===== config.mk =====
export PLATFORM = sky130hd
export DESIGN_NAME = wp_guard
export DESIGN_NICKNAME = d
export VERILOG_FILES = /design/src/rtl/wpg_pkg.sv /design/src/rtl/wpg_latch.sv /design/src/rtl/wpg_bp_store.sv /design/src/rtl/wpg_range.sv /design/src/rtl/wp_guard.sv
export SDC_FILE = /design/constraint.sdc
export NUM_CORES = 1
export LEC_CHECK = 0
export ABC_CLOCK_PERIOD_IN_PS = 1810
export BUFFER_PORTS_ARGS = -buffer_cell sky130_fd_sc_hd__buf_2
export CAP_MARGIN = 20
export CORE_UTILIZATION = 36
export DETAILED_ROUTE_END_ITERATION = 8
export GPL_ROUTABILITY_DRIVEN = 0
export GPL_TIMING_DRIVEN = 1
export PLACE_DENSITY = 0.88
export SYNTH_ARGS = -nofsm -noshare
export SYNTH_HDL_FRONTEND = slang
export SYNTH_SLANG_ARGS = --single-unit

===== constraint.sdc =====
create_clock -name clk -period 1.81 [get_ports clk]
set_clock_uncertainty 0.05 [all_clocks]
set_input_delay 0.0905 -clock clk [delete_from_list [all_inputs] [get_ports clk]]
set_output_delay 0.0905 -clock clk [all_outputs]
set_load 0.01 [all_outputs]

===== src/rtl/wpg_pkg.sv =====
package wpg_pkg;

  localparam int unsigned PROT_W = 2;
  localparam int unsigned SR_WEL_BIT = 1;
  localparam int unsigned SR_BP_LSB = 2;

  // Lowest address that a protect code guards. A value of 2**aw means
  // that no address in the array is guarded.
  function automatic int unsigned guard_floor(input logic [PROT_W-1:0] code,
                                              input int unsigned aw);
    int unsigned span;
    span = 32'd1 << aw;
    case (code)
      2'b00:   return span;
      2'b01:   return span - (span >> 2);
      2'b10:   return span >> 1;
      default: return 0;
    endcase
  endfunction

  function automatic logic is_guarded(input logic [PROT_W-1:0] code,
                                      input int unsigned addr,
                                      input int unsigned aw);
    return addr >= guard_floor(code, aw);
  endfunction

  function automatic logic [7:0] build_status(input logic [PROT_W-1:0] code,
                                              input logic latch,
                                              input logic wip);
    return {4'hF, code, latch, wip};
  endfunction

endpackage


===== src/rtl/wpg_latch.sv =====
module wpg_latch (
  input  logic clk,
  input  logic por_n,
  input  logic wp_n,
  input  logic set_req,
  input  logic clr_req,
  input  logic go_any,
  output logic wel
);

  logic kill_evt;
  assign kill_evt = !wp_n || clr_req || go_any;

  always_ff @(posedge clk or negedge por_n) begin
    if (!por_n)        wel <= 1'b0;
    else if (kill_evt) wel <= 1'b0;
    else if (set_req)  wel <= 1'b1;
  end

  AST_PIN_LOW_CLEARS: assert property (@(posedge clk) disable iff (!por_n)
    !wp_n |=> !wel);
  AST_CLR_CMD_CLEARS: assert property (@(posedge clk) disable iff (!por_n)
    clr_req |=> !wel);
  AST_GO_CLEARS: assert property (@(posedge clk) disable iff (!por_n)
    go_any |=> !wel);
  AST_SET_TAKES: assert property (@(posedge clk) disable iff (!por_n)
    (set_req && wp_n && !clr_req && !go_any) |=> wel);

endmodule


===== src/rtl/wpg_bp_store.sv =====
module wpg_bp_store #(
  parameter int unsigned DATA_W = 8,
  parameter int unsigned PROT_W = 2,
  parameter int unsigned BP_LSB = 2
) (
  input  logic              clk,
  input  logic              por_n,
  input  logic              init_n,
  input  logic              st_byte,
  input  logic [DATA_W-1:0] st_data,
  input  logic              bit_tick,
  input  logic              cs_rise,
  input  logic              wel,
  input  logic              wp_n,
  input  logic              busy,
  output logic [PROT_W-1:0] bp,
  output logic              sr_go
);

  logic              armed;
  logic              prog_on;
  logic              busy_q;
  logic [PROT_W-1:0] pending_bp;
  logic              commit_evt;
  logic              may_start;

  assign may_start  = wel && wp_n && !busy;
  assign sr_go      = cs_rise && armed && !bit_tick && may_start;
  assign commit_evt = prog_on && busy_q && !busy;

  always_ff @(posedge clk or negedge por_n) begin
    if (!por_n)                   armed <= 1'b0;
    else if (bit_tick || cs_rise) armed <= 1'b0;
    else if (st_byte)             armed <= 1'b1;
  end

  always_ff @(posedge clk or negedge por_n) begin
    if (!por_n) begin
      prog_on    <= 1'b0;
      busy_q     <= 1'b0;
      pending_bp <= '0;
    end else begin
      busy_q <= busy;
      if (st_byte && !prog_on) pending_bp <= st_data[BP_LSB +: PROT_W];
      if (sr_go)               prog_on <= 1'b1;
      else if (commit_evt)     prog_on <= 1'b0;
    end
  end

  // Non-volatile cells: only the delivery reset touches them.
  always_ff @(posedge clk or negedge init_n) begin
    if (!init_n)         bp <= '0;
    else if (commit_evt) bp <= pending_bp;
  end

  AST_BP_FROZEN_BUSY: assert property (@(posedge clk) disable iff (!por_n || !init_n)
    busy |=> $stable(bp));
  AST_BP_IDLE_STABLE: assert property (@(posedge clk) disable iff (!por_n || !init_n)
    (!prog_on && !sr_go) |=> $stable(bp));
  AST_TICK_DISCARDS: assert property (@(posedge clk) disable iff (!por_n)
    bit_tick |=> !sr_go);

endmodule


===== src/rtl/wpg_range.sv =====
module wpg_range #(
  parameter int unsigned ADDR_W = 9,
  parameter int unsigned PROT_W = 2
) (
  input  logic [PROT_W-1:0] bp,
  input  logic [ADDR_W-1:0] addr,
  output logic              locked
);
  import wpg_pkg::*;

  assign locked = is_guarded(bp, int'(addr), ADDR_W);
endmodule


===== src/rtl/wp_guard.sv =====
module wp_guard #(
  parameter int unsigned ADDR_W = 9,
  parameter int unsigned DATA_W = 8
) (
  input  logic              clk,
  input  logic              por_n,
  input  logic              init_n,
  input  logic              wp_n,
  input  logic              busy,
  input  logic              cmd_set_en,
  input  logic              cmd_clr_en,
  input  logic              st_byte,
  input  logic [DATA_W-1:0] st_data,
  input  logic              bit_tick,
  input  logic              cs_rise,
  input  logic              arr_commit,
  input  logic [ADDR_W-1:0] arr_addr,
  input  logic [ADDR_W-1:0] chk_addr,
  output logic [DATA_W-1:0] status,
  output logic              chk_ok,
  output logic              sr_go,
  output logic              arr_go
  ,output logic             wel
);
  import wpg_pkg::*;

  localparam int unsigned NQ = 2;

  logic [PROT_W-1:0]         bp;
  logic [NQ-1:0][ADDR_W-1:0] q_addr;
  logic [NQ-1:0]             q_lock;
  logic                      go_any;

  assign q_addr[0] = chk_addr;
  assign q_addr[1] = arr_addr;

  for (genvar gi = 0; gi < NQ; gi++) begin : g_rng
    wpg_range #(.ADDR_W(ADDR_W), .PROT_W(PROT_W)) u_rng (
      .bp     (bp),
      .addr   (q_addr[gi]),
      .locked (q_lock[gi])
    );
  end

  assign chk_ok = !q_lock[0];
  assign arr_go = arr_commit && wel && wp_n && !busy && !q_lock[1];
  assign go_any = arr_go || sr_go;

  wpg_latch u_latch (
    .clk     (clk),
    .por_n   (por_n),
    .wp_n    (wp_n),
    .set_req (cmd_set_en),
    .clr_req (cmd_clr_en),
    .go_any  (go_any),
    .wel     (wel)
  );

  wpg_bp_store #(.DATA_W(DATA_W), .PROT_W(PROT_W), .BP_LSB(SR_BP_LSB)) u_bp (
    .clk      (clk),
    .por_n    (por_n),
    .init_n   (init_n),
    .st_byte  (st_byte),
    .st_data  (st_data),
    .bit_tick (bit_tick),
    .cs_rise  (cs_rise),
    .wel      (wel),
    .wp_n     (wp_n),
    .busy     (busy),
    .bp       (bp),
    .sr_go    (sr_go)
  );

  assign status = DATA_W'(build_status(bp, wel, busy));

  AST_BUSY_NO_START: assert property (@(posedge clk) disable iff (!por_n)
    busy |-> !(arr_go || sr_go));
  AST_START_NEEDS_LATCH: assert property (@(posedge clk) disable iff (!por_n)
    go_any |-> (status[SR_WEL_BIT] && wp_n));
  AST_LOCKED_NO_ARRAY: assert property (@(posedge clk) disable iff (!por_n)
    (arr_commit && (arr_addr == chk_addr) && !chk_ok) |-> !arr_go);

endmodule


Yosys cells after proc, flatten, opt, wreduce, memory -nomap -nowiden
Index checks and enable logic that the tools add are counted.
{"block": "classes", "magnitude_cmp": 2, "mux": 7, "eq_ne": 2, "multipliers": 0, "n_div": 0, "n_shift": 0, "n_addsub": 0, "n_reduce_logical": 26, "bitwise": 0}
{"op": "9-bit by 32-bit greater-or-equal comparator with 1-bit output", "n": 1}
{"op": "10-bit one-hot mux with 3 select lines", "n": 1}
{"op": "1-bit logical AND", "n": 12}
{"op": "9-bit by 10-bit greater-or-equal comparator with 1-bit output", "n": 1}
{"op": "1-bit logical NOT", "n": 6}
{"op": "1-bit 2-to-1 mux", "n": 6}
{"op": "2-bit nonzero test", "n": 3}
{"op": "1-bit logical OR", "n": 4}
{"op": "2-bit by 1-bit equality test with 1-bit output (second input constant)", "n": 1}
{"op": "2-bit equality test (second input constant)", "n": 1}
{"op": "2-bit logical NOT", "n": 1}
{"block": "totals", "mem_count": 0, "inputBits": 37, "ramBits": 0, "register_bits": 8, "mem_bits_ro": 0, "out_inout_bits": 12, "latch_bits": 0}

Logic depth before layout (Yosys ltp)
Gate-level depths: netlist of run 1.
{"block": "logic_depth", "ltp_word": 8, "mapped_depth": 7}

Modules after synthesis
Synthesis of run 1 repeated with hierarchy kept, for this count alone.
{"block": "unflattened", "hier_cells": 62, "area_unflattened_um2": 630.6}
{"mod": "wpg_bp_store", "cells_each": 20, "area_each_um2": 276.5, "instances": 1}
{"mod": "wpg_range", "cells_each": 14, "area_each_um2": 117.6, "instances": 2}
{"mod": "wp_guard", "cells_each": 11, "area_each_um2": 75.1, "instances": 1}
{"mod": "wpg_latch", "cells_each": 3, "area_each_um2": 43.8, "instances": 1}

Least setup slack after synthesis of run 1
No wires, ideal clock.
{"block": "synth_timing", "path_kind": "reg-to-output", "startpoint": "register u_bp.bp[1]", "endpoint": "output chk_ok", "path_buffers": 0, "setup_slack_ns": 0.090, "t_arrival_ns": 1.579, "stages_incl_launch_ff": 7, "path_cell_list": "dfrtp_1 -> inv_1 -> ha_1 -> ha_1 -> or4b_1 -> o21ai_1 -> a31oi_1"}
{"block": "synth_via", "elab_chain_cells": 4}
{"item": "start: declaration", "line": "wpg_bp_store.sv:16", "rtl": "output logic [PROT_W-1:0] bp,"}
{"item": "start signal: assignment", "line": "wpg_bp_store.sv:53", "rtl": "else if (commit_evt) bp <= pending_bp;"}
{"item": "2-bit equality test, or another cell as far along", "line": "wpg_pkg.sv:13", "rtl": "case (code)"}
{"item": "10-bit one-hot mux with 3 select lines *", "line": "wpg_pkg.sv:13"}
{"item": "9-bit by 32-bit greater-or-equal comparator with 1-bit output *", "line": "wpg_pkg.sv:24", "rtl": "return addr >= guard_floor(code, aw);"}
{"item": "1-bit logical NOT *", "line": "wp_guard.sv:45", "rtl": "assign chk_ok = !q_lock[0];"}
{"item": "end: declaration", "line": "wp_guard.sv:20", "rtl": "output logic chk_ok,"}
Mark *: on every way between the ends. The rest lies on a longest branch, timed or not.

Worst setup path after layout of run 1
{"block": "layout_timing", "startpoint": "register u_bp.bp[0]", "endpoint": "output chk_ok"}
The elaborated chain is that of the path after synthesis.

==> results.cfg, run 1 <==
[run_status]
status = finished with violations
violations = setup timing

[setup_path]
slowest_delay_ps = 430
cpMaxStageDelayCell = dfrtp_2
critPathLaunchType = flop
cp.depth = 6
critPathRequiredTime_ps = 1670
crit_fanout = 3
path_buf_inv = 1
arrival_ps = 1870
critPathKind = reg -> out
rr_worst_depth = 9
crit_chain = ha_4 -> ha_4 -> or4b_1 -> o21ai_1 -> a31oi_1 -> buf_2
critical-path-top-delay-family = flip-flops
end_kind = primary output
crit_top_cell = ha_4

[floorplanning]
die_w_um = 41.5
die_area_mm2 = 0.00172
num_rows = 13
fp.dieH_um = 41.5
num_io_pins = 49
core_mm2 = 0.00137
start_util_pct = 41.0

[grt]
grt_pass1_vias = 626
grt_pass1_wl_mm = 2.43
antenna_found_initial = 0
grt_usage_pct = 18.5
grt_max_degree = 7
grt_overflow = 0

[power]
seq_power_share_pct = 41.5
pwr_density_cell_mw_per_mm2 = 502
vdd_drop_max_uv = 320
total_power_mw = 0.472
pwr-share-clk_pct = 28.6
comb_power_share_pct = 29.9
p_int_mw = 0.347
swShare_pct = 26.6
p_leak_nw = 0.481
switchingPower_mw = 0.125

[timing]
holdWs_ps = 22.1
min_period_over_period_pct = 111
report.final.slew_viol_count = 0
fin_crit_ps = 2010
setup_viol = 2
setup_ws_ps = -203
hold_viol = 0
rsz0062_at_grt = true
fmax_mhz = 497

[routing]
vias = 574
wl_per_cell_um = 12.4
drc = 0
routed_wl_mm = 1.50
drt-initial-drc-count = 5
vias_per_cell = 4.74
drtAntennaViolNets = 0
drt_pre_antenna_iters = 2

[synthesis]
postSynthAreaPerCell_um2 = 9.83
synth_cells = 57
synth_cell_types = 22
yosysSeqAreaShare_pct = 35.7
ys_ff_latch = 8
synth_warnings = 0
syn_area_um2 = 561

[place]
hpwl_mm = 1.05
port_buffers = 38

[worst_hold_path]
holdPathStages = 2
hp-class = in -> reg

[final_layout]
drive_above_1_share_pct = 60.4
antenna_cells = 0
layout.nets = 151
mostFrequentLayoutCells = 38 x buf_2, 7 x dfrtp_1, 6 x buf_4
area_growth_pct = 67.9
utilization_pct = 68.9
final_common_cell = buf_2

[clocking]
numCtsBuffers = 3
numClockSinks = 8
root_buffer = clkbuf_4
htreeDepth = 1
clock_path_buffers = 2
cts_tree = done
clkLatencyLatePin_ps = 250
clkTransAtPathRegs_ps = 50

[flow_run]
cap_violations = 0
[worst reg2reg max path, stage by stage, from the launching register on]
cell and delay [ps]:
dfrtp_2 400, inv_2 60, ha_4 270, inv_4 40, ha_4 250, nor2b_4 140, o21ai_2 60, buf_4 120
buf_4 120, a41oi_2 130
[what timing repair did]
item / in CTS / in global routing
gates resized for setup: 14 / 2
hold buffers: 5 / 0
buffers inserted: 3 / 0
endpoints found under the hold margin: 10 / 0
endpoints found under the setup margin: 3 / 3
pin swaps: 10 / 4
gates cloned: 0 / 0
[metrics by stage]
step | TNS [ps] | worst slack (ps) | instances | cell area [um2]
finish | -366 | -203 | 121 | 941
floorplan | 0 | 90.3 | 60 | 572
global placement | 0 | 5.09 | 111 | 766
CTS | -405 | -207 | 121 | 931
global route | -531 | -273 | 121 | 941
detailed placement | -38.0 | -27.7 | 111 | 766
[metal layers]
| metal | up-vias | track usage [%] | share of wire, % |
|---|---|---|---|
| li1 | 288 | - | - |
| met1 | 258 | 16.0 | 34 |
| met2 | 26 | 38.1 | 60 |
| met3 | 2 | 2.17 | 5.1 |
| met4 | 0 | 11.6 | 1.1 |
| met5 | - | 0 | 0 |
[state kept, by name (all words and copies together) (netlist names)]
| signal | flops |
|---|---|
| u_bp.bp | 2 |
| u_bp.pending_bp | 2 |
| u_bp.armed | 1 |
| u_bp.busy_q | 1 |
| u_bp.prog_on | 1 |
| u_latch.wel | 1 |
[synthesized netlist by cell type]
cell,count,share of area (%)
o21ai_1,1,0.89
nor3_1,1,0.89
buf_4,6,8.0
nand3b_1,3,4.0
or4b_1,1,1.8
nor2b_1,4,4.5
or4_4,1,2.0
nor4b_1,1,1.6
nand2_1,1,0.67
a41oi_1,1,1.6
o21ai_0,3,2.7
nor4_1,1,1.1
mux2_2,4,8.0
ha_1,6,13
and4_1,1,1.6
inv_1,7,4.7
conb_1,1,0.67
nor2_1,3,2.0
dfrtp_1,8,36
o221ai_1,1,1.6
a31oi_1,1,1.1
nand4b_1,1,1.6
[power by group through the flow]
stage / registers, mW / clock network, mW / logic, mW
2_1_floorplan: 0.198 / 0 / 0.0507
3_3_place_gp: 0.197 / 0 / 0.0968
3_5_place_dp: 0.198 / 0 / 0.101
4_1_cts: 0.195 / 0.144 / 0.135
5_1_grt: 0.197 / 0.149 / 0.155
6_report: 0.196 / 0.135 / 0.141
[layout make-up]
cell class / count / area, um2
fillers: 124 / 425
flip-flops and latches: 8 / 201
inverters: 7 / 28.8
well taps: 15 / 18.8
clock buffers: 3 / 22.5
multi-input cells: 39 / 384
repair buffers: 49 / 285
[path summary, 6_finish.rpt]
| path | slack (ps) | startpoint | end |
|---|---|---|---|
| max in group asynchronous | 1410 | por_n | u_bp.busy_q |
| hold reg to reg | 450 | u_bp.pending_bp[0] | u_bp.bp[0] |
| setup reg to reg | 80 | u_bp.bp[0] | u_latch.wel |
| setup / recovery | -200 | u_bp.bp[0] | chk_ok |
| hold / removal | 20 | st_data[3] | u_bp.pending_bp[1] |
| min in group asynchronous | 90 | init_n | u_bp.bp[0] |
[cell families (layout without fill, tap and decap cells)]
| kind of cell | after synthesis | in the layout | synth area share, % |
|---|---|---|---|
| muxes | 4 | 4 | 8.04 |
| and+or+nand+nor | 18 | 18 | 21.7 |
| other | 1 | 4 | 0.669 |
| DFF | 8 | 8 | 35.7 |
| adders and majority gates | 6 | 6 | 13.4 |
| buffers and inverters | 13 | 59 | 12.7 |
| AOI/OAI and AO/OA | 7 | 7 | 7.81 |
(Power assumes the default switching activity.)
==> run 2: changes to the inputs <==
--- a/config.mk
+++ b/config.mk
@@ -12,7 +12,7 @@
 export DETAILED_ROUTE_END_ITERATION = 8
 export GPL_ROUTABILITY_DRIVEN = 0
 export GPL_TIMING_DRIVEN = 1
-export PLACE_DENSITY = 0.88
+export PLACE_DENSITY = 0.75
 export SYNTH_ARGS = -nofsm -noshare
 export SYNTH_HDL_FRONTEND = slang
 export SYNTH_SLANG_ARGS = --single-unit
==> results.cfg, run 2 (synthesis gave the netlist of run 1 again) <==
[run_status]
status = finished with violations
violations = setup timing

[setup_path]
rr_worst_depth = 5
critPathRequiredTime_ps = 1670
crit_top_cell = ha_4
cpMaxStageDelayCell = or4b_4
crit_fanout = 3
worstReg2RegEnd = u_latch.wel
crit_path_start = u_bp.bp[0]
critPathKind = reg -> out
worstSetupEndpoint = chk_ok
crit_chain = ha_4 -> ha_4 -> or4b_4 -> o21ai_2 -> a31oi_1 -> buf_2
critPathLaunchType = flop
end_kind = primary output
slowest_delay_ps = 450
r2r_setup_slack_ps = 180
r2r_start = u_bp.bp[0]
arrival_ps = 1880

[final_layout]
utilization_pct = 65.1
design_area_um2 = 890
largestRegisters = u_bp.bp (2), u_bp.pending_bp (2)
final_common_cell = buf_2
antenna_cells = 0
mostFrequentLayoutCells = 38 x buf_2, 8 x dfrtp_1, 5 x inv_1, 5 x dlygate4sd3_1
drive_above_1_share_pct = 55.8
area_growth_pct = 58.7
layout.nets = 149

[timing]
rsz0062_at_grt = true
hold_viol = 0
fin_crit_ps = 2020
min_period_over_period_pct = 111
setup_viol = 2
setup_ws_ps = -207
fmax_mhz = 496
report.final.slew_viol_count = 0
fin_setup_tns_ps = -382
holdWs_ps = 23.0

[flow_run]
cap_violations = 0

[worst_hold_path]
holdPathStages = 2
hp-class = in -> reg
worstHoldStart = arr_commit

[floorplanning]
die_w_um = 41.5
die_area_mm2 = 0.00172
num_rows = 13
core_mm2 = 0.00137
start_util_pct = 41.0
fp.dieH_um = 41.5
num_io_pins = 49

[power]
vdd_drop_max_uv = 439
total_power_mw = 0.443
p_leak_nw = 0.463
seq_power_share_pct = 44.0
p_int_mw = 0.333
comb_power_share_pct = 27.0
pwr-share-clk_pct = 28.9
pwr_density_cell_mw_per_mm2 = 498
swShare_pct = 24.9
switchingPower_mw = 0.110

[grt]
grt_usage_pct = 15.8
grt_pass1_wl_mm = 2.15
grt_overflow = 0
antenna_found_initial = 0
grt_max_degree = 7
grt_pass1_vias = 575

[routing]
vias_per_cell = 4.73
routed_wl_mm = 1.34
drt_pre_antenna_iters = 3
wl_per_cell_um = 11.2
vias = 563
drtAntennaViolNets = 0
drc = 0
drt-initial-drc-count = 1

[clocking]
root_buffer = clkbuf_4
clock_path_buffers = 2
clkTransAtPathRegs_ps = 50
clkLatencyLatePin_ps = 240
numCtsBuffers = 3
numClockSinks = 8
htreeDepth = 1
cts_tree = done

[place]
dpl-instance-area_um2 = 751
hpwl_mm = 1.02
port_buffers = 38
## run 2: repair_timing
item                                    4_1_cts  5_1_grt
pin swaps                                     7        1
setup buffers                                 1        1
resized for setup                             7        3
endpoints found under the setup margin        2        2
endpoints found under the hold margin        10        0
hold buffers                                  5        0
## run 2: layout make-up
cell class / count / area (um2)
clock buffers: 3 / 22.5
flip-flops and latches: 8 / 200
inverters: 7 / 26.3
multi-input cells: 39 / 352
fillers: 110 / 477
well taps: 15 / 18.8
repair buffers: 47 / 270
## run 2: power by group through the flow
stage	combinational [mW]	sequential, mW	clock [mW]
finish	0.120	0.195	0.128
global placement	0.0932	0.197	0
global route	0.133	0.196	0.142
detailed placement	0.0970	0.197	0
CTS	0.115	0.195	0.136
floorplan	0.0507	0.198	0
## run 2: how the worst min path moves through the flow
| stage | endpoint | slack (ps) |
|---|---|---|
| after global routing | u_bp.pending_bp[1] | 20 |
| after global placement | u_bp.bp[1] | -170 |
| final | u_latch.wel | 20 |
| after detailed placement | u_bp.bp[1] | -170 |
| after floorplan | u_bp.armed | -260 |
| after CTS | u_bp.pending_bp[1] | 20 |
## run 2: routing by layer
metal	share of wire (%)	wire, um	global-route usage (%)
met1	39	524	17.5
met4	0	0	10.3
met2	55	730	27.8
met3	6.2	83	2.17
met5	0	0	0
## run 2: per-stage QoR
stage / setup slack [ps] / cells
4_1_cts: -202 / 118
3_3_place_gp: 19.2 / 109
2_1_floorplan: 90.3 / 60
6_report: -207 / 119
5_1_grt: -305 / 119
3_5_place_dp: -11.2 / 109
## run 2: critical path, delay by kind of cell (launching register included)
family	cells	cell delay, ps
fa+ha+maj	2	440
compound gates	2	190
flops	1	410
buf+inv	1	140
simple gates	1	450
==> run 3: changes to the inputs <==
--- a/config.mk
+++ b/config.mk
@@ -13,6 +13,7 @@
 export GPL_ROUTABILITY_DRIVEN = 0
 export GPL_TIMING_DRIVEN = 1
 export PLACE_DENSITY = 0.75
+export RECOVER_POWER = 100
 export SYNTH_ARGS = -nofsm -noshare
 export SYNTH_HDL_FRONTEND = slang
 export SYNTH_SLANG_ARGS = --single-unit
==> results.cfg, run 3 (synthesis gave the netlist of run 1 again) <==
[floorplanning]
start_util_pct = 41.0
num_rows = 13
core_mm2 = 0.00137
die_area_mm2 = 0.00172
fp.dieH_um = 41.5
num_io_pins = 49
die_w_um = 41.5

[power]
total_power_mw = 0.441
p_int_mw = 0.331
pwr_density_cell_mw_per_mm2 = 501
seq_power_share_pct = 44.2
swShare_pct = 25.0
pwr-share-clk_pct = 29.0
vdd_drop_max_uv = 438
p_leak_nw = 0.440
switchingPower_mw = 0.110
comb_power_share_pct = 26.7

[run_status]
violations = setup timing
status = finished with violations

[setup_path]
end_kind = primary output
rr_worst_depth = 5
arrival_ps = 1880
crit_fanout = 3
r2r_start = u_bp.bp[0]
crit_path_start = u_bp.bp[0]
r2r_setup_slack_ps = 180
worstReg2RegEnd = u_latch.wel
critPathKind = reg -> out
worstSetupEndpoint = chk_ok
critPathRequiredTime_ps = 1670
critPathLaunchType = flop

[flow_run]
cap_violations = 0

[grt]
grt_overflow = 0
grt_pass1_wl_mm = 2.15
met3_usage_pct = 2.17
grt_max_degree = 7
grt_pass1_vias = 575
antenna_found_initial = 0
grt_usage_pct = 15.8
grtUsageMet1_pct = 17.5
grt_util_met2_pct = 27.8
gr-max-usage-layer = met2

[final_layout]
fillCellCount = 113
utilization_pct = 64.5
antenna_cells = 0
design_area_um2 = 881
layout.nets = 149
largestRegisters = u_bp.bp (2), u_bp.pending_bp (2)
mostFrequentLayoutCells = 31 x buf_2, 8 x dfrtp_1, 7 x clkbuf_1
area_growth_pct = 57.1
instances_no_fill = 119
drive_above_1_share_pct = 49.0
final_common_cell = buf_2

[clocking]
clkLatencyLatePin_ps = 240
cts_tree = done
numCtsBuffers = 3
clock_path_buffers = 2
clkTransAtPathRegs_ps = 50
htreeDepth = 1
root_buffer = clkbuf_4
numClockSinks = 8

[routing]
drt-initial-drc-count = 1
drc = 0
drt_pre_antenna_iters = 3
vias_per_cell = 4.73
drtAntennaViolNets = 0
routed_wl_mm = 1.34
vias = 563
wl_per_cell_um = 11.3

[timing]
fin_setup_tns_ps = -382
fin_crit_ps = 2020
rsz0062_at_grt = true
report.final.slew_viol_count = 0
hold_viol = 0
holdWs_ps = 23.3
fmax_mhz = 496
setup_viol = 2
min_period_over_period_pct = 111
setup_ws_ps = -207

[place]
port_buffers = 38
pre_cts_ws_ps = -11.2
hpwl_mm = 1.02
dpl-instance-area_um2 = 751
dp.cells = 109

[worst_hold_path]
hp-class = in -> reg
-- run 3: power groups by stage --
| stage | clock network (mW) | logic, mW | registers (mW) |
|---|---|---|---|
| 5_1_grt | 0.142 | 0.131 | 0.196 |
| 4_1_cts | 0.136 | 0.115 | 0.195 |
| 3_5_place_dp | 0 | 0.0970 | 0.197 |
| 6_report | 0.128 | 0.118 | 0.195 |
| 2_1_floorplan | 0 | 0.0507 | 0.198 |
| 3_3_place_gp | 0 | 0.0932 | 0.197 |
-- run 3: worst min-delay path by stage --
stage                     from            endpoint  slack, ps  cells past startpoint
floorplan                por_n          u_bp.armed       -260                      0
global placement        init_n          u_bp.bp[1]       -170                      1
detailed placement      init_n          u_bp.bp[1]       -170                      1
CTS                 st_data[3]  u_bp.pending_bp[1]         20                      2
global route        st_data[3]  u_bp.pending_bp[1]         20                      2
finish              arr_commit         u_latch.wel         20                      2
-- run 3: worst max-delay path, stage by stage (launching register included) --
cell and delay [ps]:
dfrtp_1 410, ha_4 190, ha_4 250, or4b_4 450, o21ai_2 120, a31oi_1 70, buf_2 140
-- run 3: what timing repair did --
item	4_1_cts	5_1_grt
pin swaps	7	1
resized for setup	7	3
endpoints found under the hold margin	10	0
hold buffers	5	0
buffers inserted	1	1
gates cloned	0	0
setup endpoints to repair	2	2
-- run 3: final cells by class --
cell class | instances | area (um2) | area share (%)
Clock buffer | 3 | 22.5 | 2.56
Inverter | 7 | 26.3 | 2.98
Tap cell | 15 | 18.8 | 2.13
Multi-Input combinational cell | 39 | 352 | 39.9
Timing Repair Buffer | 47 | 262 | 29.7
Sequential cell | 8 | 200 | 22.7
-- run 3: layer usage --
layer / up-vias / part of all wire (%)
li1: 289 / -
met1: 248 / 39
met2: 26 / 54
met3: 0 / 6.2
met4: 0 / 0
met5: - / 0
